===== config.mk =====
export PLATFORM = sky130hd
export DESIGN_NAME = clkout_pwr_ctrl
export DESIGN_NICKNAME = d
export VERILOG_FILES = /design/src/rtl/clkpm_pkg.sv /design/src/rtl/clkpm_sync.sv /design/src/rtl/clkpm_out_gate.sv /design/src/rtl/clkpm_ref_addr.sv /design/src/rtl/clkout_pwr_ctrl.sv
export SDC_FILE = /design/constraint.sdc
export NUM_CORES = 1
export LEC_CHECK = 0
export BUFFER_PORTS_ARGS = -buffer_cell sky130_fd_sc_hd__buf_2
export CAP_MARGIN = 25
export CORE_MARGIN = 3
export CORE_UTILIZATION = 45
export CTS_CLUSTER_DIAMETER = 150
export DETAILED_ROUTE_END_ITERATION = 10
export PLACE_DENSITY = 0.73
export SLEW_MARGIN = 20
export SYNTH_ARGS = -nofsm -noshare
export SYNTH_HDL_FRONTEND = slang
export SYNTH_SLANG_ARGS = --single-unit

===== constraint.sdc =====
create_clock -name clk -period 0.93 [get_ports clk]
set_input_delay 0.186 -clock clk [delete_from_list [all_inputs] [get_ports clk]]
set_output_delay 0.186 -clock clk [all_outputs]
set_load 0.1 [all_outputs]

===== src/rtl/clkpm_pkg.sv =====
package clkpm_pkg;

  typedef enum logic [1:0] {
    DM_OFF  = 2'b00,
    DM_RUN  = 2'b01,
    DM_PARK = 2'b10,
    DM_HIZ  = 2'b11
  } drv_mode_e;

  localparam int ADDR_W = 7;
  localparam logic [ADDR_W-1:0] ADDR_LO = 7'b1101000;
  localparam logic [ADDR_W-1:0] ADDR_HI = 7'b1101010;

  function automatic logic [1:0] spread_norm(input logic [1:0] code);
    return (code == 2'b11) ? 2'b00 : code;
  endfunction

endpackage


===== src/rtl/clkpm_sync.sv =====
module clkpm_sync #(
  parameter int WIDTH  = 1,
  parameter int STAGES = 2
) (
  input  logic             clk,
  input  logic             rst_n,
  input  logic [WIDTH-1:0] d,
  output logic [WIDTH-1:0] q
);

  logic [WIDTH-1:0] stg [STAGES];

  always_ff @(posedge clk or negedge rst_n) begin
    if (!rst_n) begin
      for (int k = 0; k < STAGES; k++) stg[k] <= '0;
    end else begin
      stg[0] <= d;
      for (int k = 1; k < STAGES; k++) stg[k] <= stg[k-1];
    end
  end

  assign q = stg[STAGES-1];

endmodule


===== src/rtl/clkpm_out_gate.sv =====
module clkpm_out_gate
  import clkpm_pkg::*;
(
  input  logic       clk,
  input  logic       rst_n,
  input  logic       pg,
  input  logic       lock,
  input  logic       oe_pin,
  input  logic       cfg_oe,
  input  logic [1:0] park_lvl,
  output logic [1:0] mode,
  output logic [1:0] lvl,
  output logic       gate
);

  drv_mode_e  mode_d, mode_q;
  logic [1:0] lvl_d, lvl_q;
  logic       upd;

  always_comb begin
    lvl_d = 2'b00;
    if (!pg) begin
      mode_d = DM_PARK;
      lvl_d  = park_lvl;
    end else if (!lock) begin
      mode_d = DM_OFF;
    end else if (oe_pin && cfg_oe) begin
      mode_d = DM_RUN;
    end else begin
      mode_d = DM_OFF;
    end
  end

  assign upd = (mode_d != mode_q) || (lvl_d != lvl_q);

  // falling edge: gate changes only while the clock is low
  always_ff @(negedge clk or negedge rst_n) begin
    if (!rst_n) begin
      mode_q <= DM_PARK;
      lvl_q  <= 2'b00;
    end else if (upd) begin
      mode_q <= mode_d;
      lvl_q  <= lvl_d;
    end
  end

  assign mode = mode_q;
  assign lvl  = lvl_q;
  assign gate = (mode_q == DM_RUN);

endmodule


===== src/rtl/clkpm_ref_addr.sv =====
module clkpm_ref_addr
  import clkpm_pkg::*;
(
  input  logic              clk,
  input  logic              rst_n,
  input  logic              pg,
  input  logic              addr_sel,
  input  logic              pd_run,
  output logic [1:0]        ref_mode,
  output logic              ref_gate,
  output logic [ADDR_W-1:0] addr
);

  logic              seen_q, seen_d;
  logic              capture;
  logic [ADDR_W-1:0] addr_q, addr_d;
  drv_mode_e         ref_d, ref_q;

  assign capture = pg && !seen_q;

  always_comb begin
    seen_d = seen_q | pg;
    addr_d = addr_q;
    if (capture) addr_d = addr_sel ? ADDR_HI : ADDR_LO;
  end

  always_ff @(posedge clk or negedge rst_n) begin
    if (!rst_n) begin
      seen_q <= 1'b0;
      addr_q <= ADDR_LO;
    end else if (capture) begin
      seen_q <= seen_d;
      addr_q <= addr_d;
    end
  end

  always_comb begin
    if (!(seen_q || pg)) ref_d = DM_HIZ;
    else if (pg)         ref_d = DM_RUN;
    else if (pd_run)     ref_d = DM_RUN;
    else                 ref_d = DM_OFF;
  end

  always_ff @(negedge clk or negedge rst_n) begin
    if (!rst_n) ref_q <= DM_HIZ;
    else if (ref_d != ref_q) ref_q <= ref_d;
  end

  assign ref_mode = ref_q;
  assign ref_gate = (ref_q == DM_RUN);
  assign addr     = addr_q;

endmodule


===== src/rtl/clkout_pwr_ctrl.sv =====
module clkout_pwr_ctrl
  import clkpm_pkg::*;
#(
  parameter int N_DIFF      = 2,
  parameter int SYNC_STAGES = 2
) (
  input  logic                  clk,
  input  logic                  rst_n,
  input  logic                  pwrgd_i,
  input  logic [N_DIFF-1:0]     oe_pin_i,
  input  logic                  pll_lock_i,
  input  logic                  addr_sel_i,
  input  logic [1:0]            ss_pin_i,
  input  logic [N_DIFF-1:0]     cfg_oe_i,
  input  logic [1:0]            cfg_park_lvl_i,
  input  logic                  cfg_ref_pd_run_i,
  input  logic                  cfg_ss_from_reg_i,
  input  logic [1:0]            cfg_ss_i,
  output logic [N_DIFF-1:0]     bclk_gate_o,
  output logic [2*N_DIFF-1:0]   bclk_mode_o,
  output logic [2*N_DIFF-1:0]   bclk_lvl_o,
  output logic                  ref_gate_o,
  output logic [1:0]            ref_mode_o,
  output logic [ADDR_W-1:0]     addr_o,
  output logic [1:0]            spread_o
);

  localparam int PIN_W = N_DIFF + 5;

  logic             rst_int_n;
  logic [PIN_W-1:0] pin_raw, pin_s;
  logic             pg_s, lock_s, asel_s;
  logic [N_DIFF-1:0] oe_s;
  logic [1:0]       ss_s;

  // reset: asserted asynchronously, released on the clock
  clkpm_sync #(.WIDTH(1), .STAGES(2)) u_rst_sync (
    .clk(clk), .rst_n(rst_n), .d(1'b1), .q(rst_int_n)
  );

  assign pin_raw = {addr_sel_i, ss_pin_i, pll_lock_i, oe_pin_i, pwrgd_i};

  clkpm_sync #(.WIDTH(PIN_W), .STAGES(SYNC_STAGES)) u_pin_sync (
    .clk(clk), .rst_n(rst_int_n), .d(pin_raw), .q(pin_s)
  );

  assign pg_s   = pin_s[0];
  assign oe_s   = pin_s[N_DIFF:1];
  assign lock_s = pin_s[N_DIFF+1];
  assign ss_s   = pin_s[N_DIFF+3:N_DIFF+2];
  assign asel_s = pin_s[N_DIFF+4];

  for (genvar i = 0; i < N_DIFF; i++) begin : g_out
    clkpm_out_gate u_gate (
      .clk      (clk),
      .rst_n    (rst_int_n),
      .pg       (pg_s),
      .lock     (lock_s),
      .oe_pin   (oe_s[i]),
      .cfg_oe   (cfg_oe_i[i]),
      .park_lvl (cfg_park_lvl_i),
      .mode     (bclk_mode_o[2*i+1:2*i]),
      .lvl      (bclk_lvl_o[2*i+1:2*i]),
      .gate     (bclk_gate_o[i])
    );
  end

  clkpm_ref_addr u_ref (
    .clk      (clk),
    .rst_n    (rst_int_n),
    .pg       (pg_s),
    .addr_sel (asel_s),
    .pd_run   (cfg_ref_pd_run_i),
    .ref_mode (ref_mode_o),
    .ref_gate (ref_gate_o),
    .addr     (addr_o)
  );

  assign spread_o = spread_norm(cfg_ss_from_reg_i ? cfg_ss_i : ss_s);

endmodule


==> flow_summary.ini <==
[setup_path]
worstSetupPathType = reg -> out
crit_slowest_cell = dfstp_4
cp_top_family = flip-flops
cp.buffers_inverters = 1
arrival_ns = 1.83
start_kind = flop
required_ns = 0.74
max_stage_delay_ns = 0.62
cp_cell_sequence = nor2b_4 -> buf_12
endpoint_kind = output port
crit_fanout = 2

[global_route]
grt_max_degree = 17
grt_pass1_wl_microns = 3305
antenna_found_initial = 0
overflow = 0
grt_usage_pct = 18.20
grt_pass1_vias = 716

[routing]
wl_met1_microns = 763
drtAntennaViolNets = 0
routed_wl_microns = 2352
wl_met2_microns = 1360
route.met3.wl_microns = 156
via_count = 645
firstDrtPassIters = 2
drtIter0Drc = 9
drc = 0
top_layer = met4
wl_per_cell_microns = 16.33
viasPerCell = 4.479

[place]
port_buffers = 32
dpl_cell_area_sq_mm = 0.001440
globalplace.congestion = 0.6608
hpwlAfterDp_microns = 1418

[clock_network]
cts.htree.levels = 1
cts_buffers = 3
cts_sinks = 28
clk_path_buf_depth = 2
clock_latency_ns = 0.41
root_buffer = clkbuf_4
cts_tree = yes
clk_pin_slew_ns = 0.14

[synthesis]
synth_compound_area_share_pct = 2.024
synth.avg_cell_area_sq_um = 14.72
synth_top_family_by_area = simple AND/OR/NAND/NOR gates
synth_mux_area_share_pct = 1.619
synth_simple_gate_area_share_pct = 9.987
synth_area_leaders = dfrtp_1, dfrtn_1, dfstp_2, buf_4, nor2b_1
ys_types = 17
synth_top_area_share_pct = 48.58
yosys_warnings = 0
synth-xor-area-share_pct = 0
synth_largest_area_cell = dfrtp_1
syn_area_sq_um = 927.1
synth_seq_area_share_pct = 76.11
synth-adder-area-share_pct = 0
ys_ff_latch = 28
synthCells = 63

[die]
ioPinCount = 39
core.rowCount = 15
start_util_pct = 50.41
dieArea_sq_mm = 0.002641
core-area_sq_mm = 0.001839
die_x_microns = 51.39
die_y_microns = 51.39

[power_and_ir_drop]
p_leak_nw = 0.7995
pwr_density_cell_mw_per_mm2 = 1738
ir_worst_vdd_uv = 2039

[final_layout]
final_area_sq_mm = 0.001667
area_growth_pct = 79.76
fillers = 70
nNetsFinal = 137
antennaDiodeCount = 0
fin_util_pct = 90.61
most-common-layout-cells = buf_2, buf_12, dfrtp_1, dlygate4sd3_1, buf_4
drive_above_1_share_pct = 58.82

[status]
violations = negative setup slack
status = finished, violations left

[job]
drv_cap = 0

[timing]
finalHoldViolCount = 0
drv_slew = 0
setup_viol = 27
finalClockSkew_ns = 0.08329
final.setup.worst_slack_ns = -1.089
rsz0062_at_grt = true

[worst_hold_path]
holdCritPathClass = reg -> async
## worst paths after layout
check                                         startpoint                                  end  slack [ns]  cells past startpoint
min in group clk             u_pin_sync.stg[9]$_DFF_PN0_            u_pin_sync.q[2]$_DFF_PN0_        0.37                      0
max reg2reg                    u_pin_sync.q[0]$_DFF_PN0_  g_out[1].u_gate.mode[0]$_DFFE_NN0P_       -0.34                      1
min                               u_rst_sync.q$_DFF_PN0_            u_ref.addr[1]$_DFFE_PN0P_        0.14                      0
max in group asynchronous         u_rst_sync.q$_DFF_PN0_   g_out[0].u_gate.lvl[1]$_DFFE_NN0P_        0.08                      1
max                        u_ref.ref_mode[0]$_DFFE_NN1P_                           ref_gate_o       -1.09                      2
min reg2reg                       u_rst_sync.q$_DFF_PN0_            u_ref.addr[1]$_DFFE_PN0P_        0.14                      0
## cells by family after synthesis
family | Yosys count
mux | 1
buf+inv | 15
simple gates | 15
compound gates | 2
flops | 28
other cells | 2
## Yosys cell counts
library cell  number
dfrtp_1           18
buf_4              8
nor2b_1            7
dfrtn_1            6
inv_1              5
dfstp_2            4
and4_1             2
conb_1             2
nand2_1            2
nor2_1             2
a32o_1             1
and2b_1            1
buf_2              1
inv_2              1
mux2_4             1
o32ai_1            1
or2_4              1
## where the power goes
part | switching (mW) | internal [mW]
registers | 0.0516 | 1.29
clock network | 0.410 | 0.459
logic | 0.443 | 0.242
total | 0.904 | 1.99
## per-layer routing
layer | track usage, % | vias up
li1 | - | 290
met1 | 17.93 | 316
met2 | 32.63 | 33
met3 | 3.207 | 6
met4 | 14.85 | 0
met5 | 0 | -
## flip-flops by register name, indices dropped and copies added (netlist names)
signal	cells
u_rst_sync.stg	1
g_out.u_gate.mode	4
g_out.u_gate.lvl	4
u_pin_sync.stg	7
u_pin_sync.q	7
u_rst_sync.q	1
u_ref.seen_q	1
u_ref.ref_mode	2
u_ref.addr	1
## stage by stage
stage / setup slack (ns) / total power [mW] / hold WS, ns / cells / TNS, ns
after global routing: -1.133 / 3.009 / 0.1293 / 144 / -16.73
after CTS: -1.046 / 2.863 / 0.1381 / 141 / -15.24
after detailed placement: -0.6452 / 2.020 / -0.02417 / 125 / -9.774
after global placement: -0.6369 / 2.003 / -0.02820 / 125 / -9.462
after floorplan: -1.160 / 1.808 / -0.1096 / 68 / -12.32
final: -1.089 / 2.897 / 0.1388 / 144 / -15.59
## final cells by class
type	count	area [sq um]	share of cell area, %
clock buffers	3	22.52	1.351
clock inverters	5	45.04	2.703
inverters	5	18.77	1.126
multi-input cells	25	222.7	13.36
flip-flops and latches	28	729.5	43.77
well taps	25	31.28	1.877
repair buffers	53	596.8	35.81
## repair_timing
item | CTS | global route
resized for setup | 10 | 5
hold endpoints to repair | 9 | 0
pin swaps | 0 | 1
hold buffers | 8 | 0
endpoints found under the setup margin | 27 | 28
buffers inserted | 1 | 3
(Power assumes the default switching activity.)
